===== config.mk =====
export PLATFORM = sky130hd
export DESIGN_NAME = atapi_pio_seq
export DESIGN_NICKNAME = d
export VERILOG_FILES = /design/src/rtl/atapi_seq_pkg.sv /design/src/rtl/atapi_pkt_decoder.sv /design/src/rtl/atapi_chunk_sizer.sv /design/src/rtl/atapi_xfer_fsm.sv /design/src/rtl/atapi_pio_seq.sv
export SDC_FILE = /design/constraint.sdc
export NUM_CORES = 1
export LEC_CHECK = 0
export BUFFER_PORTS_ARGS = -buffer_cell sky130_fd_sc_hd__buf_4
export CORE_AREA = 2 2 142 144
export DETAILED_ROUTE_END_ITERATION = 10
export DIE_AREA = 0 0 144 146
export GPL_TIMING_DRIVEN = 0
export PLACE_DENSITY = 0.76
export SLEW_MARGIN = 20
export SYNTH_ARGS = -nofsm -noshare
export SYNTH_HDL_FRONTEND = slang
export SYNTH_SLANG_ARGS = --single-unit

===== constraint.sdc =====
create_clock -name clk -period 2.8 [get_ports clk]
set_input_delay 0.42 -clock clk [delete_from_list [all_inputs] [get_ports clk]]
set_output_delay 0.42 -clock clk [all_outputs]
set_load 0.01 [all_outputs]

===== src/rtl/atapi_seq_pkg.sv =====
// Package: shared constants and state type for the packet-command read sequencer.
// Assumes a fixed 12-byte command packet carrying a 32-bit block address and
// a 16-bit block count, and a 16-bit byte-count limit.
package atapi_seq_pkg;
    localparam int LBA_W = 32;
    localparam int CNT_W = 16;
    localparam int LIM_W = 16;
    localparam int PKT_WORDS = 6;

    localparam logic [2:0] A_DATA = 3'd0;
    localparam logic [2:0] A_FEAT = 3'd1;
    localparam logic [2:0] A_IRS  = 3'd2;
    localparam logic [2:0] A_BCLO = 3'd4;
    localparam logic [2:0] A_BCHI = 3'd5;
    localparam logic [2:0] A_CMD  = 3'd7;

    localparam logic [7:0] CMD_PACKET = 8'hA0;
    localparam logic [7:0] OP_READ10  = 8'h28;

    localparam logic [1:0] IRS_CMD     = 2'd1;
    localparam logic [1:0] IRS_DATA_IN = 2'd2;
    localparam logic [1:0] IRS_DONE    = 2'd3;

    typedef enum logic [2:0] {
        S_IDLE,
        S_PKT,
        S_SETUP,
        S_ARM,
        S_DATA
    } seq_state_t;
endpackage


===== src/rtl/atapi_pkt_decoder.sv =====
// Module: captures the command-packet words that matter and decodes them.
// Word i carries packet byte 2i in its low half. Only the opcode, the
// big-endian block address and the big-endian block count are kept; every
// kept field is rewritten by each new packet, so no clear is needed.
module atapi_pkt_decoder
    import atapi_seq_pkg::*;
(
    input  logic             clk,
    input  logic             rst_n,
    input  logic             word_we,
    input  logic [2:0]       word_idx,
    input  logic [15:0]      word_in,
    output logic             op_read10,
    output logic [LBA_W-1:0] lba,
    output logic [CNT_W-1:0] blk_cnt
);
    logic [7:0]       op_q;
    logic [LBA_W-1:0] lba_q;
    logic [CNT_W-1:0] cnt_q;

    // Store the packet bytes that carry the opcode, address and count.
    always_ff @(posedge clk) begin
        if (!rst_n) begin
            op_q  <= '0;
            lba_q <= '0;
            cnt_q <= '0;
        end else if (word_we) begin
            case (word_idx)
                3'd0: op_q          <= word_in[7:0];
                3'd1: lba_q[31:16]  <= {word_in[7:0], word_in[15:8]};
                3'd2: lba_q[15:0]   <= {word_in[7:0], word_in[15:8]};
                3'd3: cnt_q[15:8]   <= word_in[15:8];
                3'd4: cnt_q[7:0]    <= word_in[7:0];
                default: ;
            endcase
        end
    end

    // Present the decoded request.
    always_comb begin
        op_read10 = (op_q == OP_READ10);
        lba       = lba_q;
        blk_cnt   = cnt_q;
    end
endmodule


===== src/rtl/atapi_chunk_sizer.sv =====
// Module: computes the size of the next data chunk in bytes.
// The host limit loses bit 0; a result of zero is raised to 2 so the
// transfer always makes progress. Assumes remaining is even.
module atapi_chunk_sizer
    import atapi_seq_pkg::*;
#(
    parameter int REM_W = 27
) (
    input  logic [LIM_W-1:0] limit,
    input  logic [REM_W-1:0] remaining,
    output logic [LIM_W-1:0] chunk_bytes
);
    logic [LIM_W-1:0] eff;

    // Round the limit down to even and pick the smaller of limit and remainder.
    always_comb begin
        eff = {limit[LIM_W-1:1], 1'b0};
        if (eff == '0) eff = LIM_W'(2);
        if (remaining < REM_W'(eff)) chunk_bytes = remaining[LIM_W-1:0];
        else                         chunk_bytes = eff;
    end
endmodule


===== src/rtl/atapi_xfer_fsm.sv =====
// Module: phase sequencer for the packet command: packet intake, setup,
// per-chunk arming with interrupt, word streaming and completion.
// Assumes one host access per cycle; a status read and an interrupt raise in
// the same cycle leave the interrupt pending.
module atapi_xfer_fsm
    import atapi_seq_pkg::*;
#(
    parameter int BLK_SH = 11,
    parameter int REM_W  = CNT_W + BLK_SH,
    parameter int ADDR_W = LBA_W + BLK_SH - 1
) (
    input  logic              clk,
    input  logic              rst_n,
    input  logic              go,
    input  logic              data_wr,
    input  logic              data_rd,
    input  logic              status_rd,
    input  logic              op_read10,
    input  logic [LBA_W-1:0]  lba,
    input  logic [CNT_W-1:0]  blk_cnt,
    input  logic [LIM_W-1:0]  chunk_bytes,
    output logic [2:0]        word_idx,
    output logic              word_we,
    output logic [REM_W-1:0]  rem_bytes,
    output logic              bc_load,
    output logic              st_bsy,
    output logic              st_drq,
    output logic              in_data,
    output logic              irq,
    output logic [1:0]        ireason,
    output logic [ADDR_W-1:0] src_addr,
    output logic              src_take
);
    seq_state_t        state;
    logic [2:0]        widx_q;
    logic [REM_W-1:0]  rem_q;
    logic [LIM_W-2:0]  left_q;
    logic [ADDR_W-1:0] addr_q;
    logic              irq_q;
    logic [1:0]        irs_q;
    logic              go_acc;
    logic              last_word;
    logic              irq_set;

    // Decode accepted events of the current cycle.
    always_comb begin
        go_acc    = go && (state == S_IDLE);
        last_word = (state == S_DATA) && data_rd && (left_q == (LIM_W-1)'(1));
        irq_set   = ((state == S_ARM)) || (last_word && (rem_q == REM_W'(2)));
    end

    // Sequence the phases and track chunk and transfer progress.
    always_ff @(posedge clk) begin
        if (!rst_n) begin
            state  <= S_IDLE;
            widx_q <= '0;
            rem_q  <= '0;
            left_q <= '0;
            addr_q <= '0;
            irs_q  <= '0;
        end else begin
            case (state)
                S_IDLE: if (go_acc) begin
                    state  <= S_PKT;
                    widx_q <= '0;
                    irs_q  <= IRS_CMD;
                end
                S_PKT: if (data_wr) begin
                    widx_q <= widx_q + 3'd1;
                    if (widx_q == 3'(PKT_WORDS - 1)) state <= S_SETUP;
                end
                S_SETUP: begin
                    rem_q  <= op_read10 ? {blk_cnt, {BLK_SH{1'b0}}} : '0;
                    addr_q <= {lba, {(BLK_SH-1){1'b0}}};
                    state  <= S_ARM;
                end
                S_ARM: begin
                    if (rem_q == '0) begin
                        state <= S_IDLE;
                        irs_q <= IRS_DONE;
                    end else begin
                        left_q <= chunk_bytes[LIM_W-1:1];
                        irs_q  <= IRS_DATA_IN;
                        state  <= S_DATA;
                    end
                end
                S_DATA: if (data_rd) begin
                    addr_q <= addr_q + ADDR_W'(1);
                    rem_q  <= rem_q - REM_W'(2);
                    left_q <= left_q - (LIM_W-1)'(1);
                    if (last_word) begin
                        if (rem_q == REM_W'(2)) begin
                            state <= S_IDLE;
                            irs_q <= IRS_DONE;
                        end else begin
                            state <= S_ARM;
                        end
                    end
                end
                default: state <= S_IDLE;
            endcase
        end
    end

    // Hold the interrupt until a status read, letting a new raise win.
    always_ff @(posedge clk) begin
        if (!rst_n)      irq_q <= 1'b0;
        else if (go_acc) irq_q <= 1'b0;
        else             irq_q <= irq_set || (irq_q && !status_rd);
    end

    // Drive status flags and source handshake.
    always_comb begin
        word_idx  = widx_q;
        word_we   = (state == S_PKT) && data_wr;
        rem_bytes = rem_q;
        bc_load   = (state == S_ARM) && (rem_q != '0);
        st_bsy    = (state == S_SETUP) || (state == S_ARM);
        st_drq    = (state == S_PKT) || (state == S_DATA);
        in_data   = (state == S_DATA);
        irq       = irq_q;
        ireason   = irs_q;
        src_addr  = addr_q;
        src_take  = (state == S_DATA) && data_rd;
    end
endmodule


===== src/rtl/atapi_pio_seq.sv =====
// Module: top of the packet-command read sequencer. Holds the host-visible
// registers (feature flag, byte-count pair, latched limit), the read mux and
// the status byte, and ties the decoder, sizer and phase sequencer together.
// Assumes one host access per cycle; read side effects act at the clock edge.
module atapi_pio_seq
    import atapi_seq_pkg::*;
#(
    parameter int BLK_BYTES = 2048,
    localparam int BLK_SH   = $clog2(BLK_BYTES),
    localparam int REM_W    = CNT_W + BLK_SH,
    localparam int ADDR_W   = LBA_W + BLK_SH - 1
) (
    input  logic              clk,
    input  logic              rst_n,
    input  logic              host_wr,
    input  logic              host_rd,
    input  logic [2:0]        host_addr,
    input  logic [15:0]       host_wdata,
    output logic [15:0]       host_rdata,
    output logic              irq,
    output logic              pkt_dma,
    output logic [ADDR_W-1:0] src_addr,
    output logic              src_take,
    input  logic [15:0]       src_word
);
    logic             feat_dma_q;
    logic             pkt_dma_q;
    logic [LIM_W-1:0] bc_q;
    logic [LIM_W-1:0] lim_q;
    logic             go, data_wr, data_rd, status_rd, ready;
    logic             op_read10;
    logic [LBA_W-1:0] lba;
    logic [CNT_W-1:0] blk_cnt;
    logic [LIM_W-1:0] chunk_bytes;
    logic [2:0]       word_idx;
    logic             word_we;
    logic [REM_W-1:0] rem_bytes;
    logic             bc_load, st_bsy, st_drq, in_data;
    logic [1:0]       irs;
    logic [7:0]       status_b;

    // Decode host strobes by address.
    always_comb begin
        ready     = !st_bsy && !st_drq;
        go        = host_wr && (host_addr == A_CMD) && (host_wdata[7:0] == CMD_PACKET);
        data_wr   = host_wr && (host_addr == A_DATA);
        data_rd   = host_rd && (host_addr == A_DATA);
        status_rd = host_rd && (host_addr == A_CMD);
        status_b  = {st_bsy, 1'b1, 1'b0, 1'b0, st_drq, 3'b000};
    end

    // Host register writes, chunk-size report and command-time latches.
    always_ff @(posedge clk) begin
        if (!rst_n) begin
            feat_dma_q <= 1'b0;
            pkt_dma_q  <= 1'b0;
            bc_q       <= '0;
            lim_q      <= '0;
        end else begin
            if (bc_load) begin
                bc_q <= chunk_bytes;
            end else if (ready && host_wr && host_addr == A_BCLO) begin
                bc_q[7:0] <= host_wdata[7:0];
            end else if (ready && host_wr && host_addr == A_BCHI) begin
                bc_q[15:8] <= host_wdata[7:0];
            end
            if (ready && host_wr && host_addr == A_FEAT) feat_dma_q <= host_wdata[0];
            if (ready && go) begin
                lim_q     <= bc_q;
                pkt_dma_q <= feat_dma_q;
            end
        end
    end

    // Host read mux.
    always_comb begin
        case (host_addr)
            A_DATA:  host_rdata = in_data ? src_word : 16'h0000;
            A_IRS:   host_rdata = {14'b0, irs};
            A_BCLO:  host_rdata = {8'b0, bc_q[7:0]};
            A_BCHI:  host_rdata = {8'b0, bc_q[15:8]};
            A_CMD:   host_rdata = {8'b0, status_b};
            default: host_rdata = 16'h0000;
        endcase
    end

    assign pkt_dma = pkt_dma_q;

    atapi_pkt_decoder u_dec (
        .clk       (clk),
        .rst_n     (rst_n),
        .word_we   (word_we),
        .word_idx  (word_idx),
        .word_in   (host_wdata),
        .op_read10 (op_read10),
        .lba       (lba),
        .blk_cnt   (blk_cnt)
    );

    atapi_chunk_sizer #(.REM_W(REM_W)) u_size (
        .limit       (lim_q),
        .remaining   (rem_bytes),
        .chunk_bytes (chunk_bytes)
    );

    atapi_xfer_fsm #(.BLK_SH(BLK_SH), .REM_W(REM_W), .ADDR_W(ADDR_W)) u_fsm (
        .clk         (clk),
        .rst_n       (rst_n),
        .go          (go),
        .data_wr     (data_wr),
        .data_rd     (data_rd),
        .status_rd   (status_rd),
        .op_read10   (op_read10),
        .lba         (lba),
        .blk_cnt     (blk_cnt),
        .chunk_bytes (chunk_bytes),
        .word_idx    (word_idx),
        .word_we     (word_we),
        .rem_bytes   (rem_bytes),
        .bc_load     (bc_load),
        .st_bsy      (st_bsy),
        .st_drq      (st_drq),
        .in_data     (in_data),
        .irq         (irq),
        .ireason     (irs),
        .src_addr    (src_addr),
        .src_take    (src_take)
    );
endmodule


==> impl.org, run 1 <==
** Run status
- Run status :: completed

** Yosys
- Summing the areas of all and, or, nand and nor instances in the mapped netlist gives 25.6% of the synthesized area.
- #FFs+latches synth :: 181
- A synthesized cell averages ~7.6 um2.
- Portion of the post-synthesis area used by sequential elements :: a little under two fifths
- Top_reg_cell synth :: dfxtp_1
- Distinct cells, synth :: 71
- Share of the synthesized netlist area taken by xor and xnor gates :: under 10%
- EDFF count, synth :: 0
- Counting flops with an async set or reset pin after synthesis yields a share of 0%.
- Fraction of the mapped netlist area in adder cells :: ~3.1%
- Post-synthesis mux area share :: under 10%
- Fraction of the mapped netlist area in compound gates :: a little under a quarter
- The top cell type by area accounts for roughly 38% of the synthesized area.
- Top post-synthesis cells by area :: dfxtp_1 (38%), a21oi_1 (9.2%), nand2_1 (7.3%)
- Netlist area before placement :: around 9600 um2
- Cell type with the highest aggregate area in the netlist :: dfxtp_1
- For this run, the number of Yosys warnings is 0.
- Synth Instances :: approximately 1300
- The number of nets handed over by synthesis was around 1300.
- Dominant combinational cell family by area after synthesis :: simple AND/OR/NAND/NOR gates

** GRT
- In the global route stage, met3 resource usage came out at under 10%.
- The number of antenna violations at the first check in global routing came to 0.
- The layer flagged by global routing as most heavily used is met2.
- Overall fraction of global-route tracks in use :: 33.4%
- For this run, global-route usage on met2 was measured as roughly 50%.
- Wire length of the first global-routing pass :: approximately 54000 um
- Global routing consumed, on the met1 layer, between 40% and 50% of the routing resources.
- Pin count of the biggest net entering global routing :: 20
- After global routing the overflow that remains totals 0.
- Vias in the first global route :: roughly 9500

** STA
- Clock skew after layout :: 0.0138 ns
- Final setup violation count :: 0
- Final hold violations :: 0
- For the final routed database, the setup TNS stands at 0 ns.
- Post-layout worst setup margin :: approximately 0.074 ns
- Slew headroom :: a little over a third
- At the pin with the least slew margin, the transition time is 0.946 ns.
- Final count of pins violating max slew :: 0
- Post-layout minimum cycle time :: around 2.7 ns
- The final critical path takes up between 90% and 100% of the cycle.
- Highest clock frequency the design can meet :: between 300 and 400 MHz

** Placed design
- Routability-driven placement finished with a final weighted congestion of roughly 1.
- In this run the tool buffered the top-level ports with 96 buffer cells.
- Hpwl dp :: ~25000 um
- Cells after DPL :: between 1500 and 2000
- Timing analysis after detailed placement gives a worst setup slack of -0.654 ns.

** Layout
- The library cell used most frequently in the layout, excluding fill and tap cells, is nand2_1.
- Most frequent cells in the layout :: nand2_1 (187), dfxtp_1 (171), a21oi_1 (169)
- For this run, the post-layout net count is between 1000 and 1500.
- Relative to the synthesized area, the layout overhead comes to 20.0%.
- Excluding fillers, the count of instances in the completed layout stands at about 1700.
- The post-route netlist has 15.1% of its cells at a drive strength greater than 1.
- Final antenna diode count :: 0

** Clock tree
- TritonCTS created 17 clock buffers.
- After clock tree synthesis, the clock-pin slew on the worst setup and hold paths is roughly 0.08 ns.
- Clock buffer depth :: 2
- After clock tree synthesis, the flow added hold-fix buffers numbering 0.
- Clock tree synthesis selected as its root buffer the cell clkbuf_16.
- TritonCTS clock tree :: yes
- Clk Latency, worst-skew pair :: roughly 0.45 ns
- Number of clock sinks :: 181
- Maximum level of the CTS H-tree :: 4

** Floorplanning
- Number of placed I/O pins :: 100
- The initial utilization of the core area, before any placement, comes to around half.
- Measured along the x axis, the die boundary spans about 140 um.
- Number of placement rows :: between 50 and 60
- Vertical die dimension :: ~150 um
- The core region is 19300 um2.
- The die covers 21000 um2.

** Route
- The routed design has 35300 um of wire.
- After the first detailed-routing iteration, the DRC count stood at between 1000 and 1500.
- The count of nets left with antenna violations once routing finished came out at 0.
- WL/cell :: between 20 and 25 um
- Via count normalized by instance count :: roughly 6.3
- Number of vias in the routed layout :: around 11000
- For this run, the detailed router's first-pass iteration total came to 6.
- # DRC :: 0

** Hold path
- The tightest min-delay check is of the in -> reg type.

** Setup path
- The worst setup path is launched from a register.
- Capturing element type of the critical path :: output pin
- Data on the critical path arrives at its endpoint at about 2.3 ns.
- In this run the worst path has a maximum fanout of 10.
- Type of the worst setup path :: reg -> out
- Crit path required time :: 2.38 ns

** Power and ir drop
- Pwr dens :: between 400 and 500 nW/um2
- Leakage component of the power :: approximately 0.0041 uW
- PnR Total Power :: 5510 uW
- IR analysis of the VDD net gives a maximum drop of about 0.00045 V.

** Flow run
- Number of max-capacitance violations reported :: 0
## synthesized netlist by cell type, drive strengths merged, types with 4 or more instances
| library cell | number |
|---|---|
| nand2 | 189 |
| dfxtp | 181 |
| a21oi | 176 |
| nor2 | 112 |
| o21ai | 92 |
| clkbuf | 74 |
| nand3 | 61 |
| nor3 | 36 |
| inv | 28 |
| ha | 24 |
| and2 | 23 |
| nor4 | 21 |
| nand4 | 19 |
| and3 | 18 |
| a31oi | 16 |
| mux2 | 15 |
| mux2i | 15 |
| buf | 13 |
| a22oi | 12 |
| xor2 | 12 |
| a211oi | 9 |
| a311oi | 9 |
| o22ai | 7 |
| nor2b | 6 |
| nor4b | 6 |
| o221ai | 6 |
| o31ai | 6 |
| and4 | 5 |
| o21a | 5 |
| or3 | 5 |
| xnor2 | 5 |
| a2111oi | 4 |
| a221o | 4 |
| a2bb2oi | 4 |
| nand2b | 4 |
| nor3b | 4 |
## per-layer routing
metal / share of wire, % / routed length (um) / vias to the layer above
li1: - / - / 4841
met1: 40 / 14300 / 4908
met2: 44 / 15400 / 719
met3: 13 / 4730 / 96
met4: 2.6 / 916 / 0
met5: 0 / 0 / -
## final cells by class
class / count / area (um2)
inverters: 29 / 109
multi-input cells: 975 / 5710
well taps: 265 / 332
flip-flops and latches: 181 / 3640
repair buffers: 99 / 743
fillers: 1811 / 7810
plain buffers: 86 / 367
clock buffers: 18 / 439
clock inverters: 14 / 180
## logic make-up after synthesis
kind of cell,after synthesis
AOI/OAI and AO/OA,386
adders and majority gates,24
xor gates and xnor gates,17
muxes,30
buffers and inverters,116
DFF,181
and+or+nand+nor,518
## through the flow
step | cell area, um2 | hold WS, ns | utilization (%)
CTS | 11400 | 0.231 | 58.7
detailed placement | 10700 | 0.447 | 55.1
global placement | 10700 | 0.441 | 55.1
floorplan | 9610 | 0.432 | -
global route | 11500 | 0.234 | 59.6
finish | 11500 | 0.232 | 59.6
## repair_timing
action	in CTS	in global routing
setup buffers	3	0
endpoints found under the setup margin	52	61
pin swaps	1	5
resized for setup	20	47
## registers in the layout, summed over array words and instances, names as in the netlist, 8 cells and up
signal	cells
u_fsm.left_q	15
u_fsm.rem_bytes	26
u_dec.lba	32
u_dec.blk_cnt	16
bc_q	16
u_fsm.src_addr	42
lim_q	15
u_dec.op_q	8
## path summary, 6_finish.rpt
| kind | end | slack, ns | from | cells past startpoint |
|---|---|---|---|---|
| setup / recovery | host_rdata[3] | 0.07 | u_fsm.state[0]$_SDFFE_PN0P_ | 8 |
| setup reg to reg | u_fsm.src_addr[37]$_SDFFE_PN0P_ | 0.08 | u_fsm.state[1]$_SDFFE_PN0P_ | 7 |
| hold reg to reg | u_dec.op_q[3]$_SDFFE_PN0P_ | 0.46 | u_dec.op_q[3]$_SDFFE_PN0P_ | 2 |
| hold / removal | u_dec.lba[18]$_SDFFE_PN0P_ | 0.23 | host_wdata[10] | 3 |
## where the power goes
| part | total [uW] | leakage [uW] | internal (uW) | switching (uW) |
|---|---|---|---|---|
| sequential | 2600 | 0.00146 | 2590 | 15.2 |
| clock | 2540 | 0.000305 | 1310 | 1220 |
| combinational | 369 | 0.00238 | 121 | 248 |
| total | 5510 | 0.00415 | 4020 | 1490 |
## worst max-delay path, cell delays in order, from the launching register on
cell and delay (ns):
dfxtp_1 0.31, clkbuf_2 0.22, nor2_4 0.09, nand2_4 0.15, buf_4 0.22, clkbuf_4 0.27, a21oi_1 0.13, a221o_1 0.30
buf_4 0.15
Note: power is estimated with default switching activity, not from simulation.
==> inputs of run 2 (changes only) <==
BUFFER_PORTS_ARGS = -buffer_cell sky130_fd_sc_hd__buf_2   (was -buffer_cell sky130_fd_sc_hd__buf_4)
CTS_BUF_LIST = sky130_fd_sc_hd__clkbuf_4 sky130_fd_sc_hd__clkbuf_8 sky130_fd_sc_hd__clkbuf_16   (was not set)
==> run 2 against run 1 <==
Compared with the run above: the run now ends with negative setup slack left; non-clock buffer count is 2 lower; first-iteration DRC count is 3.3% lower; sequential power about the same; clock power is 6% lower; combinational power is 6.2% lower; final cell count decreased by 0.12%; routed wire length fell by 1.8%; critical path depth rose by 1; core utilization is 1.9 points lower; clock skew is 0.0042 ns lower; via count rose by 0.82%; critical path type is now reg -> reg; largest cell class unchanged.
==> impl.org, run 2 (synthesized netlist as in run 1, its figures left out) <==
** Run status
- The flow ran to the end, but the final reports show violations.
- Failing checks :: negative setup slack

** Hold path
- Hold Path Cell Cnt :: 3 (unchanged)
- Endpoint of the worst hold path :: u_dec.lba[2]$_SDFFE_PN0P_
- In this run the worst hold path is classified as in -> reg.
- In this run the most critical hold path is launched from host_wdata[10].

** Layout
- Commonest non-fill, non-tap cell in the layout :: nand2_1
- Number of flip-flops under the largest register name :: 42 (unchanged)
- The final instance count without filler cells is 1665 (-0.12%).
- Layout-stage area growth over the synthesis result :: 16.0%
- Fill cell instance count of the final layout :: 1797 (-0.77%)
- Most frequent cells in the layout :: nand2_1 (187), dfxtp_1 (176), a21oi_1 (173)
- Final Net Count :: 1450 (-0.14%)
- The ratio of cells with drive above 1 in the final layout came to 14.1% (-1.0 points).
- Final antenna diode count :: 0 (unchanged)
- The final design area excluding fillers is 11100 um2 (-3.3%).

** Route
- WL/cell :: 20.8 um (-1.7%)
- Via count normalized by instance count :: 6.40 (+0.94%)
- Total wire length after detailed routing :: 34700 um (-1.8%)
- The detailed router's first-iteration violation count came to 1245 (-3.3%).
- The number of nets with antenna violations after routing is 0 (unchanged).
- Number of vias in the routed layout :: 10651 (+0.82%)
- Detailed Routing Iterations Pass 1 :: 6 (unchanged)
- The residual DRC count came to 0 (unchanged).

** Floorplanning
- The initial core utilization came to 49.7% (unchanged).
- The total I/O pin count came to 100 (unchanged).
- The height of the die was 146 um (unchanged).
- Die width :: 144 um (unchanged)
- Number of placement rows :: 51 (unchanged)
- The area of the core came to 19300 um2 (unchanged).
- Die area :: 21000 um2 (unchanged)

** Clock tree
- Clk Latency, worst-skew pair :: 0.45 ns (about the same)
- The total number of clock tree sinks is 181 (unchanged).
- The root buffer cell chosen for the clock tree is clkbuf_16.
- The hold-fix buffer count after cts is 0 (unchanged).
- The CTS clock-pin slew for the worst setup and hold paths came to 0.07 ns (about the same).
- Clock buffer count from CTS :: 17 (unchanged)
- TritonCTS clock tree :: yes
- The H-tree depth came to 4 (unchanged).
- Clock buffer depth :: 2 (unchanged)

** Placed design
- The global placement routability congestion was 0.999 (+1.7%).
- Cells after DPL :: 1633 (unchanged)
- The count of buffers inserted at the top-level ports was 96 (unchanged).
- The half-perimeter wire length after placement was 25100 um (-1.6%).
- The cell area reported after detailed placement came to 10400 um2 (-2.3%).

** STA
- Clock skew after layout :: 0.00954 ns (-0.00422 ns)
- Slew headroom :: 43.5% (+7.1 points)
- The achievable frequency is 353 MHz (-3.7%).
- The final number of hold-violating endpoints came to 0 (unchanged).
- The measured slew at the worst slew-check pin was 0.848 ns (-0.0979 ns).
- Setup repair after global routing could not meet its margin everywhere.
- Final setup violation count :: 1 (+1)
- The number of slew-limit violations in the final report was 0 (unchanged).
- Post-layout worst setup margin :: -0.0308 ns (-0.105 ns)
- The final worst hold slack came to 0.241 ns (+0.00924 ns).
- The final clock period utilization by the worst path was 101% (+3.7 points).
- Setup total negative slack :: -0.0308 ns (-0.0308 ns)
- The final critical delay including setup and external delays came to 2.83 ns (+0.105 ns).

** Power and ir drop
- Leakage component of the power :: 0.00408 uW (-1.6%)
- The power per unit of standard cell area came to 478 nW/um2 (about the same).
- PnR Total Power :: 5330 uW (-3.2%)
- Largest voltage drop on the vdd net :: 0.000459 V (+1.5%)

** Setup path
- Worst reg2reg path endpoint :: u_fsm.left_q[12]$_SDFFE_PN0P_
- Worst R2R Setup Slack :: -0.03 ns (-0.11 ns)
- STA classifies the critical path startpoint as a register.
- Type of the worst setup path :: reg -> reg
- The maximum net fanout on the critical path was 10 (unchanged).
- Worst Path Arrival :: 3.20 ns (+0.89 ns)
- The data required time at the worst endpoint is 3.17 ns (+0.79 ns).
- The worst register-to-register path begins at u_fsm.rem_bytes[15]$_SDFFE_PN0P_.
- Capturing element type of the critical path :: register
- The depth of the worst register-to-register path came to 9 (+2).

** GRT
- Remaining global-route overflow :: 0 (unchanged)
- Number of antenna violations at the first check in global routing :: 0 (unchanged)
- Pin count of the biggest net entering global routing :: 19 (-5.0%)
- Wire length of the first global-routing pass :: 53000 um (-1.9%)
- The number of global-route vias before repair is 9369 (-1.8%).
- Overall fraction of global-route tracks in use :: 32.8% (-0.69 points)

** Flow run
- Number of max-capacitance violations reported :: 0 (unchanged)
run 2: report_power, final:
| group | switching [uW] | total, uW | internal, uW |
|---|---|---|---|
| clock | 1160 | 2390 | 1230 |
| combinational | 245 | 346 | 101 |
| sequential | 14.2 | 2600 | 2590 |
| total | 1420 | 5330 | 3910 |
run 2: routing by layer:
metal / vias to the layer above / track usage, % / part of all wire (%)
li1: 4842 / - / -
met1: 4972 / 46.0 / 41
met2: 736 / 48.2 / 43
met3: 101 / 8.16 / 13
met4: 0 / 12.8 / 3.5
met5: - / 0 / 0
run 2: worst max path at each step:
stage | from | endpoint | cells after the start
after floorplan | lim_q[9]$_SDFFE_PN0P_ | u_fsm.left_q[10]$_SDFFE_PN0P_ | 12
after global placement | host_addr[0] | u_fsm.src_addr[9]$_SDFFE_PN0P_ | 8
after detailed placement | host_addr[0] | u_fsm.src_addr[4]$_SDFFE_PN0P_ | 8
after CTS | lim_q[9]$_SDFFE_PN0P_ | u_fsm.left_q[10]$_SDFFE_PN0P_ | 12
after global routing | lim_q[9]$_SDFFE_PN0P_ | bc_q[11]$_SDFFE_PN0P_ | 12
final | u_fsm.rem_bytes[15]$_SDFFE_PN0P_ | u_fsm.left_q[12]$_SDFFE_PN0P_ | 9
run 2: metrics by stage:
stage / setup WS [ns] / utilization [%]
floorplan: 0.411 / -
global placement: -0.636 / 53.9
detailed placement: -0.671 / 53.9
CTS: 0.0115 / 57.1
global route: -0.00283 / 57.7
finish: -0.0308 / 57.7
run 2: what timing repair did:
action                                 4_1_cts  5_1_grt
setup endpoints to repair                   49       70
buffers inserted                             0        0
gates resized for setup                     15       32
endpoints found under the hold margin        0        0
pin swaps                                    1        0
run 2: layout make-up:
cell class                 count  area [um2]  share of cell area [%]
buffer                        87         377                    3.38
clock inverter                13         133                    1.19
clock buffer                  19         453                    4.06
tap                          265         332                    2.97
timing repair buffer          96         480                    4.31
inverter                      29         109                   0.977
sequential                   181        3630                    32.6
multi-input combinational    975        5630                    50.5
run 2: worst max-delay path: stages, from the launching register on:
cell	delay, ns
dfxtp_1	0.41
ha_1	0.37
and4_1	0.21
nand3_1	0.13
or3_1	0.33
o32a_1	0.17
buf_2	0.18
a2111oi_0	0.72
a41oi_2	0.13
o21ai_1	0.12
==> inputs of run 3 (changes only) <==
CORE_AREA = 2 2 148 150   (was 2 2 142 144)
DIE_AREA = 0 0 150 152   (was 0 0 144 146)
PLACE_DENSITY = 0.75   (was 0.76)
RECOVER_POWER = 25   (was not set)
SYNTH_HIERARCHICAL = 1   (was not set)
==> run 3 against run 2 <==
Compared with the run above: worst setup slack improved by 0.13 ns; largest cell class unchanged; combinational power fell by 34%; area after synthesis rose by 8.0%; clock-buffer cell count fell by 2; highest routed layer unchanged; the run now ends clean; sequential power barely moved; non-clock buffer count rose by 7; maximum frequency rose by 4.8%; register-to-register slack improved by 0.13 ns.
==> impl.org, run 3 <==
** Placed design
- The half-perimeter wire length after placement was 27000 um (+7.6%).
- The count of buffers inserted at the top-level ports is 98 (+2.1%).
- The global placement routability congestion came to 1.01 (+0.90%).
- Placement Cell Area :: 11200 um2 (+7.6%)
- The total placed cells including tap cells was 1633 (unchanged).

** GRT
- Overall fraction of global-route tracks in use :: 32.0% (-0.71 points)
- The number of antenna violations at the first check in global routing was 0 (unchanged).
- The overall overflow remaining after global route was 0 (unchanged).
- The pin count of the biggest net entering global routing came to 21 (+2).
- The number of global-route vias before repair came to 9885 (+5.5%).
- Wire length of the first global-routing pass :: 56800 um (+7.2%)

** Floorplanning
- The total I/O pin count is 100 (unchanged).
- Area inside the core boundary :: 21400 um2 (+10%)
- Starting utilization of the core area :: 48.6% (-1.1 points)
- The height of the die is 152 um (+4.1%).
- The number of rows in the core area was 54 (+5.9%).
- Die area :: 22800 um2 (+8.4%)
- The die span in x was 150 um (+4.2%).

** Setup path
- On the critical path, the stage with the largest delay is an instance of nor4_1.
- STA classifies the critical path startpoint as a register.
- The delay contributed by the slowest stage of the critical path came to 0.47 ns (-0.25 ns).
- The worst setup path is captured at a register.
- Kind of cell with the highest combined delay on the critical path :: compound AO/OA/AOI/OAI gates
- The data required time at the worst endpoint was 3.10 ns (-0.07 ns).
- The setup path with the least slack is of type reg -> reg.
- The maximum net fanout on the critical path came to 10 (unchanged).
- Worst Path Arrival :: 3.00 ns (-0.20 ns)
- Chain of cells forming the critical path :: nor4_1 -> nand4_1 -> a211oi_2 -> a31oi_4 -> buf_6 -> mux2_4 -> a21boi_0 -> o21ai_0
- CP bufs+invs :: 1 (unchanged)

** Layout
- Layout cell share with drive strength beyond 1 :: 13.7% (-0.36 points)
- The final instance count without filler cells came to 1666 (+0.060%).
- Layout-stage area growth over the synthesis result :: 14.9%
- Number of flip-flops under the largest register name :: 42 (unchanged)
- Post-route core utilization :: 55.8% (-1.9 points)
- Final antenna diode count :: 0 (unchanged)
- The final design area excluding fillers came to 11900 um2 (+6.9%).
- Final Net Count :: 1432 (-1.2%)
- Leaving out fill and tap cells, the most frequent cells in the layout are nand2_1 (178), dfxtp_1 (178), clkbuf_1 (89).

** Clock tree
- The number of clock buffers inserted by TritonCTS came to 17 (unchanged).
- The latest clock arrival within the worst-skew pair is 0.45 ns (about the same).
- The H-tree depth was 4 (unchanged).
- CTS placed an instance of clkbuf_16 at the clock tree root.
- TritonCTS built the clock tree.
- The deepest clock path buffer count was 2 (unchanged).
- Number of clock sinks :: 181 (unchanged)
- Clock slew at the register clock pins of the worst setup and hold paths :: 0.08 ns (about the same)

** STA
- Setup total negative slack :: 0 ns (+0.0308 ns)
- Highest clock frequency the design can meet :: 370 MHz (+4.8%)
- The final critical delay including setup and external delays came to 2.70 ns (-0.129 ns).
- The number of slew-limit violations in the final report is 0 (unchanged).
- Final hold violations :: 0 (unchanged)
- Setup repair after global routing left no endpoint under its margin.
- The worst slew margin relative to its limit was 41.7% (-1.8 points).
- The final worst hold slack is 0.302 ns (+0.0614 ns).
- The number of setup violations in the final report is 0 (-1).
- The worst setup skew after layout was 0.0136 ns (+0.00404 ns).
- Actual transition at the worst max-transition pin :: 0.875 ns (+0.0270 ns)
- The final clock period utilization by the worst path is 96.5% (-4.6 points).

** Route
- The detailed-route wire length per cell is 22.1 um (+5.8%).
- Number of vias in the routed layout :: 10606 (-0.42%)
- Antenna viol nets, final :: 0 (unchanged)
- 1st-iter DRT viols :: 1482 (+19%)
- Total wire length after detailed routing :: 36700 um (+5.9%)
- The detail-routed via count per cell is 6.37 (-0.48%).
- The number of search-and-repair iterations in the first detailed-routing pass was 6 (unchanged).
- The residual DRC count came to 0 (unchanged).

** Power and ir drop
- Pwr dens :: 442 nW/um2 (-7.6%)
- The reported leakage power was 0.00447 uW (+9.5%).
- Largest voltage drop on the vdd net :: 0.000497 V (+8.3%)

** Flow run
- The number of max-capacitance violations reported came to 0 (unchanged).

** Hold path
- The min-delay analysis places its worst path in the category in -> reg.

** Yosys
- The total number of yosys warnings was 6 (+6).
- Net count of the mapped netlist :: 1314 (-1.6%)
- Synth Instances :: 1255 (-1.3%)
- The synthesized cell area came to 10400 um2 (+8.0%).
- The mean cell area of the mapped netlist came to 8.26 um2 (+9.4%).

** Run status
- Run status :: completed
## run 3: where the power goes
part | switching (uW) | internal, uW
Clock | 1240 | 1210
Sequential | 9.70 | 2580
Combinational | 162 | 68.5
## run 3: per-layer routing
layer	vias up	wire [um]	GRT usage, %
li1	4880	-	-
met1	4996	15300	44.8
met2	633	16200	48.4
met3	97	4090	7.36
met4	0	1090	11.5
met5	-	0	0
## run 3: timing repair
action | CTS | global route
cloned | 1 | 0
setup endpoints to repair | 94 | 74
pin swaps | 1 | 3
hold buffers | 0 | 0
resized for setup | 27 | 22
setup buffers | 5 | 1
## run 3: stage by stage
| stage | total power (uW) | setup WS, ns |
|---|---|---|
| after floorplan | 2770 | 0.0420 |
| after CTS | 5280 | 0.00864 |
| after global routing | 5390 | 0.0132 |
| after global placement | 2870 | -1.17 |
| final | 5270 | 0.0984 |
| after detailed placement | 2870 | -1.14 |
## run 3: cell type report
| class | count | area (um2) |
|---|---|---|
| Fill cell | 2007 | 9440 |
| Multi-Input combinational cell | 947 | 6260 |
| Sequential cell | 181 | 3630 |
| Timing Repair Buffer | 105 | 488 |
| Buffer | 85 | 443 |
| Clock buffer | 17 | 425 |
| Tap cell | 280 | 350 |
| Clock inverter | 15 | 175 |
| Inverter | 36 | 138 |
## run 3: worst register-to-register path: cells and delay by family, from the launching register on
family	cells	cell delay, ns
multiplexers	1	0.34
buffers and inverters	1	0.20
AND/OR/NAND/NOR	2	0.76
flip-flops	1	0.40
AO/OA/AOI/OAI	4	0.85
## run 3: worst paths after layout
check,cells after the start,slack [ns],startpoint,endpoint
hold / removal,3,0.30,host_wdata[13],u_dec/blk_cnt[13]$_SDFFE_PN0P_
setup / recovery,8,0.1,u_fsm/rem_bytes[17]$_SDFFE_PN0P_,u_fsm/left_q[7]$_SDFFE_PN0P_
hold reg to reg,2,0.46,u_fsm/ireason[1]$_SDFFE_PN0P_,u_fsm/ireason[1]$_SDFFE_PN0P_
setup reg to reg,8,0.1,u_fsm/rem_bytes[17]$_SDFFE_PN0P_,u_fsm/left_q[7]$_SDFFE_PN0P_
